$ cat config.mk
export PLATFORM = sky130hd
export DESIGN_NAME = ddr2_boot_seq
export DESIGN_NICKNAME = d
export VERILOG_FILES = /design/src/rtl/ddr2_boot_pkg.sv /design/src/rtl/boot_wait_timer.sv /design/src/rtl/boot_cmd_table.sv /design/src/rtl/boot_step_map.sv /design/src/rtl/ddr2_boot_seq.sv
export SDC_FILE = /design/constraint.sdc
export NUM_CORES = 1
export LEC_CHECK = 0
export BUFFER_PORTS_ARGS = -buffer_cell sky130_fd_sc_hd__clkbuf_2
export CAP_MARGIN = 25
export CORE_ASPECT_RATIO = 2
export CORE_MARGIN = 3
export CORE_UTILIZATION = 31
export DETAILED_ROUTE_END_ITERATION = 12
export PLACE_DENSITY = 0.54
export SYNTH_ARGS = -nofsm -noshare
export SYNTH_HDL_FRONTEND = slang
export SYNTH_HIERARCHICAL = 1
export SYNTH_SLANG_ARGS = --single-unit
export TNS_END_PERCENT = 100
$ cat constraint.sdc
create_clock -name clk -period 2.39 [get_ports clk]
set_input_delay 0.1195 -clock clk [delete_from_list [all_inputs] [get_ports clk]]
set_output_delay 0.1195 -clock clk [all_outputs]
set_load 0.01 [all_outputs]
$ cat src/rtl/ddr2_boot_pkg.sv
package ddr2_boot_pkg;

    typedef enum logic [1:0] {
        ST_WAIT  = 2'd0,
        ST_WRITE = 2'd1,
        ST_DONE  = 2'd2
    } seq_state_e;

    localparam int unsigned NUM_CMDS  = 12;
    localparam int unsigned CMD_BASE  = 3;
    localparam int unsigned NUM_STEPS = CMD_BASE + NUM_CMDS + 3;
    localparam int unsigned STEP_W    = $clog2(NUM_STEPS);
    localparam int unsigned CIDX_W    = $clog2(NUM_CMDS);

    // register byte offsets inside the controller
    localparam logic [7:0] OFS_PHY_CLK  = 8'h00;
    localparam logic [7:0] OFS_PHY_CTL  = 8'h04;
    localparam logic [7:0] OFS_CMD      = 8'h08;
    localparam logic [7:0] OFS_TIMING   = 8'h0C;
    localparam logic [7:0] OFS_LATENCY  = 8'h10;
    localparam logic [7:0] OFS_CONFIG   = 8'h14;

    // PHY control bits
    localparam logic [31:0] PHY_CLK_ON     = 32'h0000_0001;
    localparam logic [31:0] PHY_RST_BOTH   = 32'h0000_0003;
    localparam logic [31:0] PHY_CAL_GO     = 32'h0000_0004;

    // command codes
    localparam logic [7:0] OP_DESEL = 8'h00;
    localparam logic [7:0] OP_PRE   = 8'h01;
    localparam logic [7:0] OP_XMR2  = 8'h02;
    localparam logic [7:0] OP_XMR3  = 8'h03;
    localparam logic [7:0] OP_XMR   = 8'h04;
    localparam logic [7:0] OP_MR    = 8'h05;
    localparam logic [7:0] OP_REF   = 8'h06;

    // argument flags
    localparam logic [15:0] ARG_ALL_BANKS = 16'h0400;
    localparam logic [15:0] ARG_DLL_ON    = 16'h0001;
    localparam logic [15:0] ARG_DLL_RESET = 16'h0100;
    localparam logic [15:0] ARG_OCD_DFLT  = 16'h0380;
    localparam logic [15:0] ARG_OCD_EXIT  = 16'h0000;

    typedef struct packed {
        seq_state_e        state;
        logic [STEP_W-1:0] step;
        logic              done;
    } seq_regs_t;

endpackage

$ cat src/rtl/boot_wait_timer.sv
module boot_wait_timer
    import ddr2_boot_pkg::*;
#(
    parameter int unsigned DELAY_CYCLES = 40000,
    localparam int unsigned CNT_W = $clog2(DELAY_CYCLES + 1)
) (
    input  logic clk,
    input  logic rst,
    input  logic arm,
    output logic expired
);

    localparam logic [CNT_W-1:0] RELOAD = CNT_W'(DELAY_CYCLES - 1);

    logic [CNT_W-1:0] cnt_d, cnt_q;

    always_comb begin
        cnt_d = cnt_q;
        if (arm) begin
            cnt_d = RELOAD;
        end else if (cnt_q != '0) begin
            cnt_d = cnt_q - CNT_W'(1);
        end
    end

    always_ff @(posedge clk) begin
        if (rst) begin
            cnt_q <= RELOAD;
        end else begin
            cnt_q <= cnt_d;
        end
    end

    assign expired = (cnt_q == '0);

endmodule

$ cat src/rtl/boot_cmd_table.sv
module boot_cmd_table
    import ddr2_boot_pkg::*;
#(
    parameter logic [31:0] MODE_VALUE = 32'h0000_0A52
) (
    input  logic [CIDX_W-1:0] idx,
    output logic [7:0]        op,
    output logic [15:0]       arg
);

    always_comb begin
        op  = OP_DESEL;
        arg = 16'h0000;
        case (idx)
            CIDX_W'(0):  begin op = OP_DESEL; arg = 16'h0000;                                   end
            CIDX_W'(1):  begin op = OP_PRE;   arg = ARG_ALL_BANKS;                              end
            CIDX_W'(2):  begin op = OP_XMR2;  arg = 16'h0000;                                   end
            CIDX_W'(3):  begin op = OP_XMR3;  arg = 16'h0000;                                   end
            CIDX_W'(4):  begin op = OP_XMR;   arg = ARG_DLL_ON;                                 end
            CIDX_W'(5):  begin op = OP_MR;    arg = ARG_DLL_RESET;                              end
            CIDX_W'(6):  begin op = OP_PRE;   arg = ARG_ALL_BANKS;                              end
            CIDX_W'(7):  begin op = OP_REF;   arg = 16'h0000;                                   end
            CIDX_W'(8):  begin op = OP_REF;   arg = 16'h0000;                                   end
            CIDX_W'(9):  begin op = OP_MR;    arg = MODE_VALUE[15:0];                           end
            CIDX_W'(10): begin op = OP_XMR;   arg = ARG_OCD_DFLT | ARG_DLL_ON;                  end
            CIDX_W'(11): begin op = OP_XMR;   arg = ARG_OCD_EXIT | ARG_DLL_ON | MODE_VALUE[31:16]; end
            default:     begin op = OP_DESEL; arg = 16'h0000;                                   end
        endcase
    end

endmodule

$ cat src/rtl/boot_step_map.sv
module boot_step_map
    import ddr2_boot_pkg::*;
#(
    parameter int unsigned ADDR_W       = 8,
    parameter logic [31:0] MODE_VALUE   = 32'h0000_0A52,
    parameter logic [31:0] TIMING_WORD  = 32'h0000_0000,
    parameter logic [31:0] LATENCY_WORD = 32'h0000_0000,
    parameter logic [31:0] CONFIG_WORD  = 32'h0000_0000
) (
    input  logic [STEP_W-1:0] step,
    output logic [ADDR_W-1:0] addr,
    output logic [31:0]       data,
    output logic              settle_after,
    output logic              last
);

    localparam logic [STEP_W-1:0] S_PHY_CLK = STEP_W'(0);
    localparam logic [STEP_W-1:0] S_RST     = STEP_W'(1);
    localparam logic [STEP_W-1:0] S_CAL     = STEP_W'(2);
    localparam logic [STEP_W-1:0] S_CMD0    = STEP_W'(CMD_BASE);
    localparam logic [STEP_W-1:0] S_CMDN    = STEP_W'(CMD_BASE + NUM_CMDS - 1);
    localparam logic [STEP_W-1:0] S_TIM     = STEP_W'(CMD_BASE + NUM_CMDS);
    localparam logic [STEP_W-1:0] S_LAT     = STEP_W'(CMD_BASE + NUM_CMDS + 1);
    localparam logic [STEP_W-1:0] S_CFG     = STEP_W'(CMD_BASE + NUM_CMDS + 2);

    logic [CIDX_W-1:0] cidx;
    logic [7:0]        op;
    logic [15:0]       arg;

    assign cidx = CIDX_W'(step - S_CMD0);

    boot_cmd_table #(
        .MODE_VALUE(MODE_VALUE)
    ) u_table (
        .idx(cidx),
        .op (op),
        .arg(arg)
    );

    always_comb begin
        addr = ADDR_W'(OFS_CMD);
        data = {8'h00, op, arg};
        case (step)
            S_PHY_CLK: begin addr = ADDR_W'(OFS_PHY_CLK); data = PHY_CLK_ON;   end
            S_RST:     begin addr = ADDR_W'(OFS_PHY_CTL); data = PHY_RST_BOTH; end
            S_CAL:     begin addr = ADDR_W'(OFS_PHY_CTL); data = PHY_CAL_GO;   end
            S_TIM:     begin addr = ADDR_W'(OFS_TIMING);  data = TIMING_WORD;  end
            S_LAT:     begin addr = ADDR_W'(OFS_LATENCY); data = LATENCY_WORD; end
            S_CFG:     begin addr = ADDR_W'(OFS_CONFIG);  data = CONFIG_WORD;  end
            default:   ;
        endcase
    end

    // a wait follows the clock start, the calibration start and each command
    assign settle_after = (step == S_PHY_CLK) || ((step >= S_CAL) && (step <= S_CMDN));
    assign last         = (step == S_CFG);

endmodule

$ cat src/rtl/ddr2_boot_seq.sv
module ddr2_boot_seq
    import ddr2_boot_pkg::*;
#(
    parameter int unsigned ADDR_W       = 8,
    parameter int unsigned DELAY_CYCLES = 40000,
    parameter logic [31:0] MODE_VALUE   = 32'h0000_0A52,
    parameter logic [31:0] TIMING_WORD  = 32'h2233_4455,
    parameter logic [31:0] LATENCY_WORD = 32'h0000_0033,
    parameter logic [31:0] CONFIG_WORD  = 32'h0000_0208
) (
    input  logic              clk,
    input  logic              rst,
    output logic              wr_valid,
    output logic [ADDR_W-1:0] wr_addr,
    output logic [31:0]       wr_data,
    input  logic              wr_ready,
    output logic              done
);

    seq_regs_t r_d, r_q;
    logic      arm;
    logic      expired;
    logic      settle_after;
    logic      last;

    boot_wait_timer #(
        .DELAY_CYCLES(DELAY_CYCLES)
    ) u_timer (
        .clk    (clk),
        .rst    (rst),
        .arm    (arm),
        .expired(expired)
    );

    boot_step_map #(
        .ADDR_W      (ADDR_W),
        .MODE_VALUE  (MODE_VALUE),
        .TIMING_WORD (TIMING_WORD),
        .LATENCY_WORD(LATENCY_WORD),
        .CONFIG_WORD (CONFIG_WORD)
    ) u_map (
        .step        (r_q.step),
        .addr        (wr_addr),
        .data        (wr_data),
        .settle_after(settle_after),
        .last        (last)
    );

    always_comb begin
        r_d = r_q;
        arm = 1'b0;
        case (r_q.state)
            ST_WAIT: begin
                if (expired) begin
                    r_d.state = ST_WRITE;
                end
            end
            ST_WRITE: begin
                if (wr_ready) begin
                    if (last) begin
                        r_d.state = ST_DONE;
                        r_d.done  = 1'b1;
                    end else begin
                        r_d.step = r_q.step + STEP_W'(1);
                        if (settle_after) begin
                            r_d.state = ST_WAIT;
                            arm       = 1'b1;
                        end
                    end
                end
            end
            default: begin
                r_d.state = ST_DONE;
            end
        endcase
    end

    always_ff @(posedge clk) begin
        if (rst) begin
            r_q.state <= ST_WAIT;
            r_q.step  <= '0;
            r_q.done  <= 1'b0;
        end else begin
            r_q <= r_d;
        end
    end

    assign wr_valid = (r_q.state == ST_WRITE);
    assign done     = r_q.done;

endmodule

==> run_results.csv, run 1 <==
group,metric,value,unit
pwr,vdd_drop_max,0.0003712,V
clocking,clkSinkCount,24,
detailed_routing,wl_per_cell,13.34,µm
detailed_routing,detail-route-antenna-nets,0,
critical_path,slowest_delay,400,ps
critical_path,critical_path_arrival,2060,ps
clocking,cts_max_path_buffers,2,
synth,post_synth_num_cell_types,66,
clocking,clock_latency,250,ps
global_route,grt_max_degree,20,
global_route,track_usage,0.1328,
sta,fin_ws,213.2,ps
detailed_routing,drt_first_pass_iters,4,
global_route,grt.overflow.total,0,
cells_and_area,layout_common_cells,"clkbuf_2, dfxtp_1, conb_1, nor2_1",
outcome,status,"finished clean",
cells_and_area,layout-drive-gt1-share,0.2836,
pwr,p_per_area,354.0,nW/µm²
die,coreArea,6361,µm²
critical_path,cp_data_required_time,2270,ps
critical_path,crit_chain,"inv_2 > ha_2 > inv_1 > ha_1 > and2_1 > nand2_1 > o21ai_0 > clkbuf_2",
detailed_routing,wl,4723,µm
die,die_h,121.0,µm
hold_path,hold_class,"in2reg",
placed_design,dpl_worst_slack,214.7,ps
synth,synth_edf_count,0,
clocking,cts_tree,"yes",
cells_and_area,nets,284,
critical_path,crit_fanout,6,
synth,syn_area_per_cell,8.464,µm²
critical_path,path_class,"reg2out",
global_route,grt_pass1_wl,8397,µm
sta,fmax,0.4594,GHz
clocking,clk_pin_slew,60,ps
critical_path,cp-end-kind,"primary output",
die,die_w,63.48,µm
synth,ys_ff_latch,24,
sta,setup_viol,0,
placed_design,placed_cell_area,2178,µm²
pwr,leakagePower,1.092,nW
clocking,cts.htree.levels,1,
cells_and_area,fin_area,2265,µm²
clocking,cts_root_buffer,"clkbuf_16",
cells_and_area,syn_to_final_growth,10.57,%
sta,finalCritPeriodShare,0.9108,
sta,fin_worst_skew,3.797,ps
sta,rsz0062_at_grt,"no",
synth,synth_warnings,6,
synth,syn-instance-count,242,
detailed_routing,drcViolationCount,0,
synth,syn-cell-area,2048,µm²
synth,synthFlopType,"dfxtp_1",
critical_path,cp_slowest_cell,"ha_2",
job,drv_cap,0,
critical_path,startpoint_type,"flip-flop",
die,io_pins,45,
placed_design,hpwl,3867,µm
global_route,grt_pass1_vias,1834,
cells_and_area,final_common_cell,"clkbuf_2",
die,rows,41,
sta,fin_crit,2177,ps
sta,hold_viol_final,0,
detailed_routing,drt_iter0_markers,57,
placed_design,place.gp.congestion,0.8102,
placed_design,port_buffers,27,
die,die-area,7677,µm²
sta,setup_tns,0,ps
cells_and_area,insertedDiodeCount,0,
global_route,antenna_found_initial,0,
sta,final_max_slew_viol_count,0,
detailed_routing,via_per_inst,4.941,
detailed_routing,vias,1749,
synth,synth_seq_area_share,0.2346,
die,start_util,0.3220,
pwr,design_power_total,0.8017,mW
clocking,cts_buffers,3,
synth,synth_async_sr_flop_share,0,
-- power by group --
group	switching, mW	total [mW]	leakage, nW	internal, mW
Clock	0.137	0.358	0.0370	0.221
Sequential	0.00534	0.410	0.195	0.404
Combinational	0.0250	0.0344	0.861	0.00935
-- timing repair --
item                                    in CTS  in global routing
hold buffers                                 0                  0
endpoints found under the setup margin       0                 12
gates resized for setup                      0                  4
setup buffers                                0                  0
-- final cells by class --
cell class	count	area, µm²
clock buffers	3	75.07
fillers	697	4096
inverters	14	60.06
multi-input cells	191	1338
flip-flops and latches	24	481.7
well taps	86	107.6
repair buffers	36	202.7
-- critical path, delay by kind of cell, from the launching register on --
kind / cells / cell delay, ps
adders and majority gates: 2 / 720
DFF: 1 / 380
buffers and inverters: 3 / 350
and+or+nand+nor: 2 / 180
AOI/OAI and AO/OA: 1 / 170
-- cell families (layout without fill, tap and decap cells) --
family	after synthesis	in the layout	synth area share
AND/OR/NAND/NOR	86	86	0.2712
AO/OA/AOI/OAI	61	61	0.2187
other	2	23	0.003667
buffers and inverters	48	53	0.1558
flip-flops	24	24	0.2346
adder cells (fa/ha/maj)	11	11	0.06720
multiplexers	7	7	0.03604
XOR/XNOR	3	3	0.01283
-- sequential cells by signal, summed over array words and instances (netlist names) --
name / cells
u_timer/cnt_q: 16
r_q: 7
done: 1
-- through the flow --
stage	instances	util	hold slack (ps)
6_report	354	0.3560	174.4
5_1_grt	354	0.3560	216.2
4_1_cts	354	0.3542	178.2
3_5_place_dp	351	0.3424	440.7
3_3_place_gp	351	0.3424	454.2
2_1_floorplan	263	-	281.4
-- Yosys cell counts (3+ instances only) --
cell      instances  area, µm²
nand2_1          10      37.54
a21oi_1          11      55.05
and2_1            4      25.02
nor2_1           14      52.55
nor3_1            5      25.02
buf_4            28      210.2
ha_1             11      137.6
o211ai_1          5      37.54
nand3_1           8      40.04
o21ai_0           9      45.04
o31ai_1           7      52.55
a31oi_1           5      31.28
o21ai_1           3      15.01
dfxtp_1          24      480.5
inv_1            12      45.04
mux2i_1           4      40.04
and3_2            8      60.06
or4_4             3      33.78
or3_1             4      25.02
a21o_2            7      61.31
-- metal layers --
metal / track usage / share of wire
met1: 0.1306 / 0.35
met2: 0.2757 / 0.60
met3: 0.01390 / 0.031
met4: 0.04060 / 0.023
met5: 0 / 0
-- path summary, 6_finish.rpt --
check / to / depth (start not counted) / startpoint / slack, ps
worst max-delay path: wr_data[9] / 8 / r_q[1] / 210
worst min-delay path: done / 3 / wr_ready / 170
worst max register to register: u_timer/cnt_q[1] / 8 / r_q[4] / 210
worst min register to register: r_q[6] / 1 / r_q[7] / 480
No activity file was read; power rests on OpenSTA's default activity.
==> run 2: changes to the inputs <==
--- a/config.mk
+++ b/config.mk
@@ -5,6 +5,7 @@
 export SDC_FILE = /design/constraint.sdc
 export NUM_CORES = 1
 export LEC_CHECK = 0
+export ABC_AREA = 1
 export BUFFER_PORTS_ARGS = -buffer_cell sky130_fd_sc_hd__clkbuf_2
 export CAP_MARGIN = 25
 export CORE_ASPECT_RATIO = 2
==> run 2 against run 1 <==
Utilization rose by 0.46 points. Register-to-register slack better by 180 ps. Synthesized area increased by 11%. Critical path depth is 1 higher. Global-route usage down 0.96 points. Sequential power is essentially flat. Clock power rose by 32%. Worst hold slack worse by 28 ps. First-iteration DRC count is 14% lower. Die area is 9.8% higher. Critical path type unchanged.
==> run_results.csv, run 2 <==
group,metric,value,unit
outcome,status,"finished clean",
synth,synthTopCellsByArea,"dfxtp_1, nand2_1, buf_4",
clocking,ctsHoldBuffers,0,
cells_and_area,largest_register_ffs,16,
job,drv_cap,0,
die,io_pins,45,
synth,synth_async_sr_flop_share,0,
sta,fmax,0.4591,GHz
cells_and_area,final_common_cell,"nand2_1",
cells_and_area,insertedDiodeCount,0,
detailed_routing,drt_iter0_markers,49,
synth,syn-instance-count,358,
hold_path,hold_depth,2,
critical_path,path_class,"reg2out",
sta,fin_crit,2178,ps
critical_path,r2r-end,"u_timer/cnt_q[4]",
die,die_w,66.44,µm
sta,rsz0062_at_grt,"no",
sta,final_max_slew_viol_count,0,
cells_and_area,layout-drive-gt1-share,0.2196,
global_route,track_usage,0.1231,
synth,synthAdderAreaFrac,0.06077,
detailed_routing,wl,4989,µm
clocking,clk_pin_slew,60,ps
synth,synth_compound_area_frac,0.05470,
synth,syn-cell-area,2265,µm²
cells_and_area,layout_common_cells,"nand2_1, nor2_1, inv_1, clkbuf_2",
critical_path,r2r_cells,12,
die,coreArea,6994,µm²
die,start_util,0.3238,
die,die_h,126.9,µm
critical_path,startpoint_type,"flip-flop",
detailed_routing,detail-route-antenna-nets,0,
synth,synthFlopType,"dfxtp_1",
synth,synth_mux_area_frac,0,
global_route,grt_pass1_vias,1960,
detailed_routing,drcViolationCount,0,
critical_path,critical_path_arrival,2060,ps
hold_path,hold_path_end,"r_q[3]",
synth,synthXorXnorAreaFrac,0.02707,
detailed_routing,drt_first_pass_iters,4,
placed_design,placed_cell_area,2409,µm²
sta,setup_tns,0,ps
synth,synth_edf_count,0,
sta,setup_viol,0,
cells_and_area,nets,402,
clocking,cts.htree.levels,1,
synth,synth_top_cell_area_share,0.2122,
synth,synth_top_cell_by_area,"dfxtp_1",
detailed_routing,wl_per_cell,10.46,µm
synth,post_synth_num_cell_types,31,
cells_and_area,fin_area,2522,µm²
global_route,grt_pass1_wl,8307,µm
synth,syn_area_per_cell,6.326,µm²
synth,synth_seq_area_share,0.2122,
global_route,grt_max_degree,17,
critical_path,crit_fanout,8,
clocking,clkSinkCount,24,
placed_design,hpwl,4203,µm
pwr,vdd_drop_max,0.0003962,V
critical_path,cp_data_required_time,2270,ps
cells_and_area,syn_to_final_growth,11.38,%
synth,yosysMostFrequentCell,"nand2_1",
detailed_routing,vias,2098,
synth,yosys.area_share.simple,0.4503,
hold_path,hold_class,"in2reg",
hold_path,hold_start,"rst",
global_route,antenna_found_initial,0,
placed_design,port_buffers,27,
detailed_routing,via_per_inst,4.398,
sta,finalCritPeriodShare,0.9113,
placed_design,place.gp.congestion,0.8532,
clocking,cts_max_path_buffers,2,
clocking,cts_root_buffer,"clkbuf_16",
critical_path,r2r-start,"r_q[1]",
pwr,leakagePower,1.319,nW
synth,synth_warnings,6,
critical_path,cp-end-kind,"primary output",
critical_path,reg2reg_setup_slack,390,ps
synth,synth_commonest_cells,"nand2_1, nor2_1, inv_1, buf_4, dfxtp_1",
cells_and_area,reg_top3,"u_timer/cnt_q (16), r_q (7), done (1)",
clocking,cts_tree,"yes",
cells_and_area,top_register,"u_timer/cnt_q",
sta,fin_worst_skew,1.880,ps
clocking,cts_buffers,3,
die,die-area,8429,µm²
synth,ys_ff_latch,24,
synth,synth_top_family_by_area,"simple AND/OR/NAND/NOR gates",
global_route,grt.overflow.total,0,
sta,hold_viol_final,0,
die,rows,43,
clocking,clock_latency,260,ps
pwr,p_per_area,366.2,nW/µm²
## run 2: cell types whose count changed after synthesis, moves of 8 or more
cell and change:
nand2_1 +78, nor2_1 +33, inv_1 +32, nand4_1 +14, nand3_1 +13, nor2_2 +12, and3_2 -8
## run 2: worst max-delay path by stage
stage | startpoint | cells after the start | end
after floorplan | r_q[1] | 10 | u_timer/cnt_q[4]
after global placement | r_q[2] | 9 | wr_data[9]
after detailed placement | r_q[2] | 9 | wr_data[9]
after CTS | r_q[2] | 9 | wr_data[9]
after global routing | r_q[2] | 9 | wr_data[9]
final | r_q[2] | 9 | wr_data[9]
## run 2: cell type report
cell class	count	area, µm²
Clock inverter	1	30.03
Tap cell	90	112.6
Fill cell	786	4472
Clock buffer	3	75.07
Sequential cell	24	481.7
Multi-Input combinational cell	271	1429
Timing Repair Buffer	35	195.2
Inverter	53	198.9
## run 2: routing by layer
| layer | GRT usage | routed length (µm) | vias up | part of all wire |
|---|---|---|---|---|
| li1 | - | - | 1122 | - |
| met1 | 0.1083 | 1741 | 933 | 0.35 |
| met2 | 0.2613 | 2969 | 37 | 0.60 |
| met3 | 0.01683 | 191 | 6 | 0.038 |
| met4 | 0.03952 | 87 | 0 | 0.017 |
| met5 | 0 | 0 | - | 0 |
## run 2: repair_timing
item                                    4_1_cts  5_1_grt
buffers inserted                              0        1
resized for setup                             0        1
endpoints found under the setup margin        0        6
## run 2: cell families after synthesis
family,count (synthesis)
fa+ha+maj,11
compound gates,21
simple gates,209
other cells,2
flops,24
buf+inv,84
xor+xnor,7
## run 2: where the power goes
group | leakage, nW | switching [mW] | total [mW] | internal, mW
Combinational | 1.07 | 0.0312 | 0.0424 | 0.0113
Clock | 0.0511 | 0.141 | 0.474 | 0.333
Sequential | 0.195 | 0.00345 | 0.408 | 0.404
Total | 1.32 | 0.175 | 0.924 | 0.748
## run 2: worst max-delay path, stage by stage (launching register included)
cell      delay [ps]
dfxtp_2          390
inv_1             90
ha_1             410
inv_1            100
ha_1             280
inv_1             50
nor2_1           180
nand4_1          110
nand2_1           70
clkbuf_2         120
## run 2: through the flow
step                std cells  hold WS (ps)  setup WS, ps  utilization  power (mW)
finish                    477         146.6         212.0       0.3606      0.9238
global route              477         181.5         23.44       0.3606      0.9613
CTS                       476         154.4         62.68       0.3594      0.9383
detailed placement        472         422.9         354.8       0.3444      0.4588
global placement          472         419.3         370.4       0.3444      0.4584
floorplan                 379         181.9         380.1            -      0.4746
